<file path="config.mk">
export PLATFORM = sky130hd
export DESIGN_NAME = multidrop_rx_filter
export DESIGN_NICKNAME = d
export VERILOG_FILES = /design/src/rtl/mdrop_pkg.sv /design/src/rtl/mdrop_hunt_ctl.sv /design/src/rtl/mdrop_gate.sv /design/src/rtl/mdrop_hold.sv /design/src/rtl/multidrop_rx_filter.sv
export SDC_FILE = /design/constraint.sdc
export NUM_CORES = 1
export LEC_CHECK = 0
export ABC_AREA = 0
export BUFFER_PORTS_ARGS = -buffer_cell sky130_fd_sc_hd__buf_2
export CORE_MARGIN = 2
export CORE_UTILIZATION = 32
export DETAILED_ROUTE_END_ITERATION = 10
export MAX_ROUTING_LAYER = met4
export PLACE_DENSITY = 0.89
export SLEW_MARGIN = 20
export SYNTH_ARGS = -nofsm -noshare
export SYNTH_HDL_FRONTEND = slang
export SYNTH_SLANG_ARGS = --single-unit
</file>
<file path="constraint.sdc">
create_clock -name clk -period 1.9 [get_ports clk]
set_input_delay 0.19 -clock clk [delete_from_list [all_inputs] [get_ports clk]]
set_output_delay 0.19 -clock clk [all_outputs]
set_load 0.02 [all_outputs]
</file>
<file path="src/rtl/mdrop_pkg.sv">
package mdrop_pkg;
   // What the holding register does when an accept meets unread data
   typedef enum logic {
      OVR_TAKE_NEW = 1'b0,
      OVR_KEEP_OLD = 1'b1
   } ovr_policy_e;
endpackage

</file>
<file path="src/rtl/mdrop_hunt_ctl.sv">
module mdrop_hunt_ctl #(
   parameter int CTL_W    = 32,
   parameter int HUNT_BIT = 2
) (
   input  logic             clk,
   input  logic             rst_n,
   input  logic             ctl_we,
   input  logic [CTL_W-1:0] ctl_wdata,
   output logic             hunt_q
);
   if (HUNT_BIT >= CTL_W) begin : g_bad_bit
      $error("HUNT_BIT must index inside the control word");
   end

   always_ff @(posedge clk or negedge rst_n) begin
      if (!rst_n)      hunt_q <= 1'b0;
      else if (ctl_we) hunt_q <= ctl_wdata[HUNT_BIT];
   end


   hunt_load_chk: assert property (@(posedge clk) disable iff (!rst_n)
      ctl_we |=> hunt_q == $past(ctl_wdata[HUNT_BIT]));
endmodule

</file>
<file path="src/rtl/mdrop_gate.sv">
module mdrop_gate #(
   parameter int CHAR_W = 9
) (
   input  logic              char_valid,
   input  logic [CHAR_W-1:0] char_data,
   input  logic              hunt_q,
   output logic              accept
);
   localparam int MARK = CHAR_W - 1;

   if (CHAR_W < 2) begin : g_bad_width
      $error("CHAR_W must leave room for a marker bit above the payload");
   end

   // the enable in force before this edge decides, so a same-cycle write waits
   always_comb accept = char_valid && (!hunt_q || char_data[MARK]);
endmodule

</file>
<file path="src/rtl/mdrop_hold.sv">
module mdrop_hold #(
   parameter int                     CHAR_W     = 9,
   parameter mdrop_pkg::ovr_policy_e OVR_POLICY = mdrop_pkg::OVR_TAKE_NEW
) (
   input  logic              clk,
   input  logic              rst_n,
   input  logic              accept,
   input  logic [CHAR_W-1:0] char_data,
   input  logic              rx_read,
   output logic [CHAR_W-1:0] rx_data,
   output logic              rx_ready,
   output logic              rx_overrun
);
   logic load;
   logic collide;

   always_comb collide = accept && rx_ready && !rx_read;

   if (OVR_POLICY == mdrop_pkg::OVR_TAKE_NEW) begin : g_take_new
      always_comb load = accept;
   end else begin : g_keep_old
      always_comb load = accept && !collide;
   end

   always_ff @(posedge clk or negedge rst_n) begin
      if (!rst_n) begin
         rx_data    <= '0;
         rx_ready   <= 1'b0;
         rx_overrun <= 1'b0;
      end else begin
         if (load) rx_data <= char_data;
         if (accept)       rx_ready <= 1'b1;
         else if (rx_read) rx_ready <= 1'b0;
         if (collide)      rx_overrun <= 1'b1;
         else if (rx_read) rx_overrun <= 1'b0;
      end
   end


   accept_ready_chk: assert property (@(posedge clk) disable iff (!rst_n)
      accept |=> rx_ready);

   read_clear_chk: assert property (@(posedge clk) disable iff (!rst_n)
      (rx_read && !accept) |=> !rx_ready);

   no_overflow_chk: assert property (@(posedge clk) disable iff (!rst_n)
      (accept && rx_ready && !rx_read) |=> rx_overrun);
endmodule

</file>
<file path="src/rtl/multidrop_rx_filter.sv">
module multidrop_rx_filter #(
   parameter int                     CHAR_W     = 9,
   parameter int                     CTL_W      = 32,
   parameter int                     HUNT_BIT   = 2,
   parameter mdrop_pkg::ovr_policy_e OVR_POLICY = mdrop_pkg::OVR_TAKE_NEW
) (
   input  logic              clk,
   input  logic              rst_n,
   input  logic              char_valid,
   input  logic [CHAR_W-1:0] char_data,
   input  logic              ctl_we,
   input  logic [CTL_W-1:0]  ctl_wdata,
   input  logic              rx_read,
   output logic              hunt_en,
   output logic [CHAR_W-1:0] rx_data,
   output logic              rx_ready,
   output logic              rx_overrun
);
   localparam int MARK = CHAR_W - 1;

   logic accept;

   mdrop_hunt_ctl #(.CTL_W(CTL_W), .HUNT_BIT(HUNT_BIT)) u_ctl (
      .clk(clk), .rst_n(rst_n), .ctl_we(ctl_we), .ctl_wdata(ctl_wdata),
      .hunt_q(hunt_en));

   mdrop_gate #(.CHAR_W(CHAR_W)) u_gate (
      .char_valid(char_valid), .char_data(char_data), .hunt_q(hunt_en),
      .accept(accept));

   mdrop_hold #(.CHAR_W(CHAR_W), .OVR_POLICY(OVR_POLICY)) u_hold (
      .clk(clk), .rst_n(rst_n), .accept(accept), .char_data(char_data),
      .rx_read(rx_read), .rx_data(rx_data), .rx_ready(rx_ready),
      .rx_overrun(rx_overrun));


   drop_quiet_chk: assert property (@(posedge clk) disable iff (!rst_n)
      (char_valid && hunt_en && !char_data[MARK] && !rx_read)
      |=> $stable(rx_data) && $stable(rx_ready) && $stable(rx_overrun));

   open_take_chk: assert property (@(posedge clk) disable iff (!rst_n)
      (char_valid && !hunt_en) |=> rx_ready && rx_data == $past(char_data));
endmodule

</file>
* Yosys cells after proc, flatten, opt, wreduce, memory -nomap -nowiden
Cells that the tools add are included.
** Word-level totals
- Input bits :: 46
- Register bits after elaboration :: 12
** Cells by class
- Mux-type cells :: 3
- Reductions and logical operators :: 8
** Operators with widths (number)
- $reduce_bool A2 Y1 :: 2
- $logic_and A1 B1 Y1 :: 3
- $mux W1 :: 3
- $logic_not A1 Y1 :: 2
- $logic_or A1 B1 Y1 :: 1

* Longest topological paths before layout
Gate-level depths: netlist of run 1.
- Depth in word-level cells :: 6
- Depth in mapped cells :: 3
- Depth with buffers taken out :: 3

* By module
A second synthesis of run 1 with hierarchy kept.
** Unflattened totals
- Cell total of the unflattened synthesis :: 29
- Area total of the unflattened synthesis :: 490.5 µm²
** By module, submodules not included
- mdrop_hold :: cells each 25, seq. area each 275.3 µm², instances 1, area an instance 439.2 µm²
- mdrop_hunt_ctl :: cells each 2, seq. area each 25.0 µm², instances 1, area an instance 40.0 µm²
- mdrop_gate :: cells each 2, seq. area each 0.0 µm², instances 1, area an instance 11.3 µm²

* Worst setup path before layout of run 1
OpenSTA, ideal clock, no wires.
- Path type :: register to register
- Start point :: register u_ctl.hunt_q
- End point :: register u_hold.rx_data[0]
- Clock period less this slack :: 1.278 ns
- Setup slack :: 0.622 ns
- Stages on the path, launching flop included :: 4
- Setup time :: 0.125 ns
- Arrival :: 1.154 ns
- Buffers on the path :: 0
- Path through :: dfrtp_1 inv_1 o21ai_4 mux2_2
** On the way
- Cells in the longest elaborated chain, start to end :: 3
** RTL lines
- start: declaration :: line mdrop_hunt_ctl.sv:9 : output logic hunt_q
- start signal: assignment :: line mdrop_hunt_ctl.sv:17 : else if (ctl_we) hunt_q <= ctl_wdata[HUNT_BIT];
- $logic_not A1 Y1 :: line mdrop_gate.sv:16 : always_comb accept = char_valid && (!hunt_q || char_data[MARK]);
- $logic_or A1 B1 Y1 :: line mdrop_gate.sv:16
- $logic_and A1 B1 Y1 :: line mdrop_gate.sv:16
- end signal: assignment :: line mdrop_hold.sv:31 : if (load) rx_data <= char_data;
- end: declaration :: line mdrop_hold.sv:10 : output logic [CHAR_W-1:0] rx_data,
No other way between the ends.
A chain may end at the register's enable or synchronous reset.

* Final worst setup path of run 1
- Start point :: register u_ctl.hunt_q
- End point :: register u_hold.rx_data[1]
Same word-level chain as after synthesis.

==> results of run 1 <==
-- kinds of logic (layout without fill, tap and decap cells) --
kind of cell,count (synthesis),after routing,share of synthesized area (%)
buf+inv,2,32,1.66
mux,8,8,19.9
flops,12,12,66.5
compound gates,4,4,8.03
simple gates,4,4,3.88
-- sequential cells by signal (all words and copies together), names as in the netlist --
name,cells
u_hold.rx_overrun,1
u_hold.rx_ready,1
u_hold.rx_data,9
u_ctl.hunt_q,1
-- worst register-to-register path: cells and delay by family (launching register included) --
kind / cells / cell delay (ns)
DFF: 1 / 0.34
muxes: 1 / 0.38
buffers and inverters: 1 / 0.08
AOI/OAI and AO/OA: 1 / 0.30
-- area by class of cell --
type                    count  area [um2]  area share (%)
flip-flops and latches     12         300            47.4
multi-input cells          16         144            22.7
repair buffers             27         140            22.1
clock buffers               3        22.5            3.56
well taps                  15        18.8            2.96
inverters                   2        7.51            1.19
-- cells in the final DEF (no fill, tap or decap), drive strengths merged --
master,count
a22o,1
buf,26
clkbuf,3
dfrtp,12
dlygate4sd3,1
inv,2
mux2,8
nand2,3
nand2b,1
o21ai,2
o22ai,1
-- layer usage --
layer | vias up | wire (um) | track usage (%)
li1 | 163 | - | -
met1 | 168 | 353 | 13.5
met2 | 12 | 449 | 20.0
met3 | 4 | 65 | 4.78
met4 | 0 | 26 | 9.68
met5 | - | 0 | -
-- stage by stage --
| stage | utilization, % | hold WS (ns) | power, mW | cells | area, um2 |
|---|---|---|---|---|---|
| after floorplan | - | -0.106 | 0.391 | 30 | 452 |
| after global placement | 45.6 | 0.0764 | 0.447 | 71 | 601 |
| after detailed placement | 45.6 | 0.0847 | 0.453 | 71 | 601 |
| after CTS | 48.1 | 0.103 | 0.605 | 75 | 633 |
| after global routing | 48.1 | 0.120 | 0.636 | 75 | 633 |
| final | 48.1 | 0.106 | 0.598 | 75 | 633 |
-- worst max path at each step --
stage / start / to / slack (ns)
after detailed placement: u_ctl.hunt_q / u_hold.rx_data[1] / 0.68
after global placement: u_ctl.hunt_q / u_hold.rx_data[5] / 0.70
after global routing: u_ctl.hunt_q / u_hold.rx_data[2] / 0.59
after CTS: u_ctl.hunt_q / u_hold.rx_data[1] / 0.66
final: u_ctl.hunt_q / u_hold.rx_data[1] / 0.69
after floorplan: u_ctl.hunt_q / u_hold.rx_data[0] / 0.62
-- repair_timing --
item	in CTS	in global routing
hold buffers	1	0
endpoints found under the setup margin	0	0
buffers inserted	0	0
hold endpoints to repair	12	0
-- where the power goes --
part           leakage [nW]  total (mW)  internal, mW  switching [mW]
clock                0.0138       0.151        0.0733          0.0780
sequential            0.142       0.302         0.288          0.0140
combinational         0.167       0.144        0.0618          0.0823
==> impl_metrics.json, run 1 <==
{
  "maxSlewHeadroom_pct": 77.4,
  "ir_drop_mv": 0.382,
  "slew_violations": 0,
  "initial_utilization_pct": 34.3,
  "finalWeightedCongestion": 0.561,
  "grt_pass1_vias": 377,
  "synth_ff_type": "dfrtp_1",
  "slowest_delay_ns": 0.38,
  "setup_tns_ns": 0,
  "endpoint_kind": "flop",
  "routed_via_density": 4.63,
  "cp.required_ns": 2.05,
  "max_cap_violations": 0,
  "fin_crit_sh_pct": 63.9,
  "hp-start": "ctl_we",
  "hold_path_end": "u_ctl.hunt_q",
  "dr_total_vias": 347,
  "fp-row-count": 13,
  "critPathLaunchType": "flop",
  "fillers": 133,
  "synth.net_count": 76,
  "finalHoldViolCount": 0,
  "die_x_um": 41.6,
  "cts_sinks": 12,
  "crit_type": "reg2reg",
  "tightest_slew_ns": 0.337,
  "dp_slack_ns": 0.676,
  "min_path_type": "in2reg",
  "clk_pin_slew_ns": 0.07,
  "yosys-top-cells-area": "dfrtp_1 66%, mux2_2 20%, o21ai_4 3.6%",
  "fp.dieH_um": 41.6,
  "finalSetupViolations": 0,
  "avgSynthCellArea_um2": 15.1,
  "syn2layout_area_growth_pct": 40.2,
  "clockBufferDepth": 2,
  "slowest_stage": "mux2_2",
  "io_pins": 58,
  "crit_family": "multiplexers",
  "synth_top_cell_by_area": "dfrtp_1",
  "numPortBuffers": 26,
  "outcome": "completed",
  "synth_area_um2": 452,
  "grt_pass1_wl_um": 1620,
  "rr_endpoint": "u_hold.rx_data[1]",
  "netlist.area_leader.share_pct": 66.5,
  "syn_inst": 30,
  "rr_worst_depth": 3,
  "cp_num_cells": 3,
  "setup_ws_ns": 0.685,
  "synth_common_cells": "12 x dfrtp_1, 8 x mux2_2, 3 x nand2_1",
  "ys_async_sr_fraction_pct": 100,
  "die_area_um2": 1730,
  "crit_chain": "inv_1 > o21ai_4 > mux2_2",
  "fin_skew_ns": 0.000939,
  "drt-wirelength-per-cell_um": 11.9,
  "cts_made_buffers": 3,
  "post_cts_resize_count": 0,
  "grt_max_degree": 13,
  "core_area_um2": 1320,
  "synth_seq_cells": 12,
  "synth_most_common_cell": "dfrtp_1",
  "overflow": 0,
  "drive_above_1_share_pct": 63.3,
  "fin_crit_ns": 1.21,
  "cts_root_buf": "clkbuf_4",
  "p_leak_nw": 0.323,
  "grtUsageTotal_pct": 13.0,
  "antenna_cells": 0,
  "drtAntennaViolNets": 0,
  "power-per-cell-area_nw_per_um2": 944,
  "cts_tree": "done",
  "r2r_slack_ns": 0.69,
  "synth_warnings": 0,
  "yosysSeqAreaShare_pct": 66.5,
  "finalWirelength_um": 894,
  "final_nets": 108,
  "critPathArrivalTime_ns": 1.37,
  "synth_cell_types": 9,
  "drc": 0,
  "path_max_fanout": 10,
  "fmax_mhz": 823,
  "rsz0062_at_grt": "false",
  "drt-initial-drc-count": 2,
  "synth_edf_count": 0,
  "clock_latency_ns": 0.27,
  "min_path_cells": 2,
  "antenna_found_initial": 0,
  "regToRegStartpoint": "u_ctl.hunt_q",
  "htree_num_levels": 1,
  "first_pass_iters": 2,
  "crit_buf_inv": 1
}
No activity file was read; power rests on OpenSTA's default activity.
==> run 2: changes to the inputs <==
--- a/config.mk
+++ b/config.mk
@@ -8,10 +8,10 @@
 export ABC_AREA = 0
 export BUFFER_PORTS_ARGS = -buffer_cell sky130_fd_sc_hd__buf_2
 export CORE_MARGIN = 2
-export CORE_UTILIZATION = 32
+export CORE_UTILIZATION = 27
 export DETAILED_ROUTE_END_ITERATION = 10
 export MAX_ROUTING_LAYER = met4
-export PLACE_DENSITY = 0.89
+export PLACE_DENSITY = 0.81
 export SLEW_MARGIN = 20
 export SYNTH_ARGS = -nofsm -noshare
 export SYNTH_HDL_FRONTEND = slang
==> constraint.sdc (replaced) <==
create_clock -name clk -period 1.1 [get_ports clk]
set_input_delay 0.11 -clock clk [delete_from_list [all_inputs] [get_ports clk]]
set_output_delay 0.11 -clock clk [all_outputs]
set_load 0.02 [all_outputs]
==> impl_metrics.json, run 2 (synthesis results as in run 1) <==
{
  "fin_skew_ns": 0.00462,
  "fin_crit_sh_pct": 101,
  "cts_made_buffers": 3,
  "violations": "setup timing",
  "max_flop_register": "u_hold.rx_data",
  "overflow": 0,
  "syn2layout_area_growth_pct": 59.6,
  "final_common_cell": "buf_2",
  "htree_num_levels": 1,
  "finalWirelength_um": 1010,
  "pwr-share-seq_pct": 47.2,
  "finalInstanceArea_um2": 721,
  "clk_pin_slew_ns": 0.08,
  "numPortBuffers": 26,
  "fp.dieH_um": 44.9,
  "antenna_cells": 0,
  "grt_pass1_vias": 384,
  "pwr-share-clk_pct": 25.4,
  "clockBufferDepth": 2,
  "core_area_um2": 1540,
  "drt-wirelength-per-cell_um": 12.3,
  "tightest_slew_ns": 0.275,
  "antenna_found_initial": 0,
  "drive_above_1_share_pct": 69.7,
  "min_path_cells": 2,
  "drt-initial-drc-count": 1,
  "final_nets": 113,
  "regToRegStartpoint": "u_ctl.hunt_q",
  "fp-row-count": 14,
  "crit_type": "reg2reg",
  "intPower_mw": 0.792,
  "cts_sinks": 12,
  "finalWeightedCongestion": 0.617,
  "maxSlewHeadroom_pct": 81.7,
  "wl_met3_um": 57,
  "max_cap_violations": 0,
  "fin_cells": 82,
  "grtUsageTotal_pct": 12.1,
  "cts_tree": "done",
  "cp-startpoint": "u_ctl.hunt_q",
  "cp.required_ns": 1.25,
  "first_pass_iters": 4,
  "io_pins": 58,
  "wl_met2_um": 521,
  "final_cell_mix": "26 x buf_2, 11 x dfrtp_1, 8 x mux2_4",
  "top_layer_used": "met4",
  "ir_drop_mv": 0.944,
  "finalSetupViolations": 8,
  "grt_max_degree": 13,
  "drtAntennaViolNets": 0,
  "p_sw_share_pct": 29.0,
  "die_x_um": 44.9,
  "rr_endpoint": "u_hold.rx_data[1]",
  "routed_via_density": 4.43,
  "dp.cells": 76,
  "finalHoldViolCount": 0,
  "setup_ws_ns": -0.0154,
  "power_mw": 1.12,
  "p_leak_nw": 0.386,
  "min_path_type": "in2reg",
  "path_max_fanout": 5,
  "slew_violations": 0,
  "endpoint_kind": "flop",
  "initial_utilization_pct": 29.3,
  "hp-start": "ctl_we",
  "drc": 0,
  "power.switching_mw": 0.324,
  "dr_total_vias": 363,
  "drt-met1-wl_um": 423,
  "slowest_stage": "dfrtp_2",
  "dp_slack_ns": -0.0541,
  "die_area_um2": 2020,
  "final_core_util_pct": 46.8,
  "clock_latency_ns": 0.27,
  "critPathArrivalTime_ns": 1.27,
  "power-per-cell-area_nw_per_um2": 1550,
  "hold_path_end": "u_ctl.hunt_q",
  "critPathLaunchType": "flop",
  "r2r_slack_ns": -0.02,
  "slowest_delay_ns": 0.37,
  "cts_root_buf": "clkbuf_4",
  "place_area_um2": 633,
  "crit_chain": "inv_2 > o21ai_4 > buf_6 > mux2_4",
  "rsz0062_at_grt": "true",
  "fin_crit_ns": 1.12,
  "outcome": "complete, but fails checks",
  "comb_power_share_pct": 27.5,
  "rr_worst_depth": 4,
  "grt_pass1_wl_um": 1640,
  "fmax_mhz": 897,
  "largest_reg_flops": 9
}
run 2: how the worst max path moves through the flow:
stage	endpoint	slack (ns)	cells past startpoint
after floorplan	u_hold.rx_data[0]	-0.12	3
after global placement	u_hold.rx_data[1]	-0.03	4
after detailed placement	u_hold.rx_data[0]	-0.05	4
after CTS	u_hold.rx_data[0]	-0.03	4
after global routing	u_hold.rx_data[7]	-0.07	4
final	u_hold.rx_data[1]	-0.02	4
run 2: stage by stage:
stage	TNS, ns	hold WS (ns)
after floorplan	-0.955	-0.186
after global placement	-0.206	-0.00285
after detailed placement	-0.291	0.00541
after CTS	-0.158	0.0169
after global routing	-0.539	0.0274
final	-0.0633	0.0269
run 2: metal layers:
metal | up-vias | GRT usage [%]
met4 | 0 | 8.82
met2 | 11 | 19.4
met5 | - | -
met3 | 2 | 2.40
li1 | 175 | -
met1 | 175 | 13.3
run 2: cell type report:
| cell class | instances | area [um2] |
|---|---|---|
| repair buffers | 32 | 185 |
| inverters | 2 | 7.51 |
| fillers | 160 | 821 |
| flip-flops and latches | 12 | 302 |
| well taps | 16 | 20.0 |
| multi-input cells | 16 | 180 |
| clock buffers | 4 | 26.3 |
run 2: repair_timing:
item	4_1_cts	5_1_grt
hold buffers	1	0
setup endpoints to repair	8	10
buffers inserted	1	0
gates resized for setup	11	0
endpoints found under the hold margin	12	0
pin swaps	2	0
run 2: power groups by stage:
stage / logic [mW] / registers (mW) / clock network, mW
after floorplan: 0.0706 / 0.607 / 0
after global placement: 0.260 / 0.530 / 0
after detailed placement: 0.266 / 0.534 / 0
after CTS: 0.312 / 0.528 / 0.294
after global routing: 0.331 / 0.533 / 0.312
final: 0.307 / 0.527 / 0.284
run 2: critical path, delay by kind of cell (launching register included):
family,cells,cell delay [ns]
muxes,1,0.30
buffers and inverters,2,0.20
DFF,1,0.37
AOI/OAI and AO/OA,1,0.14
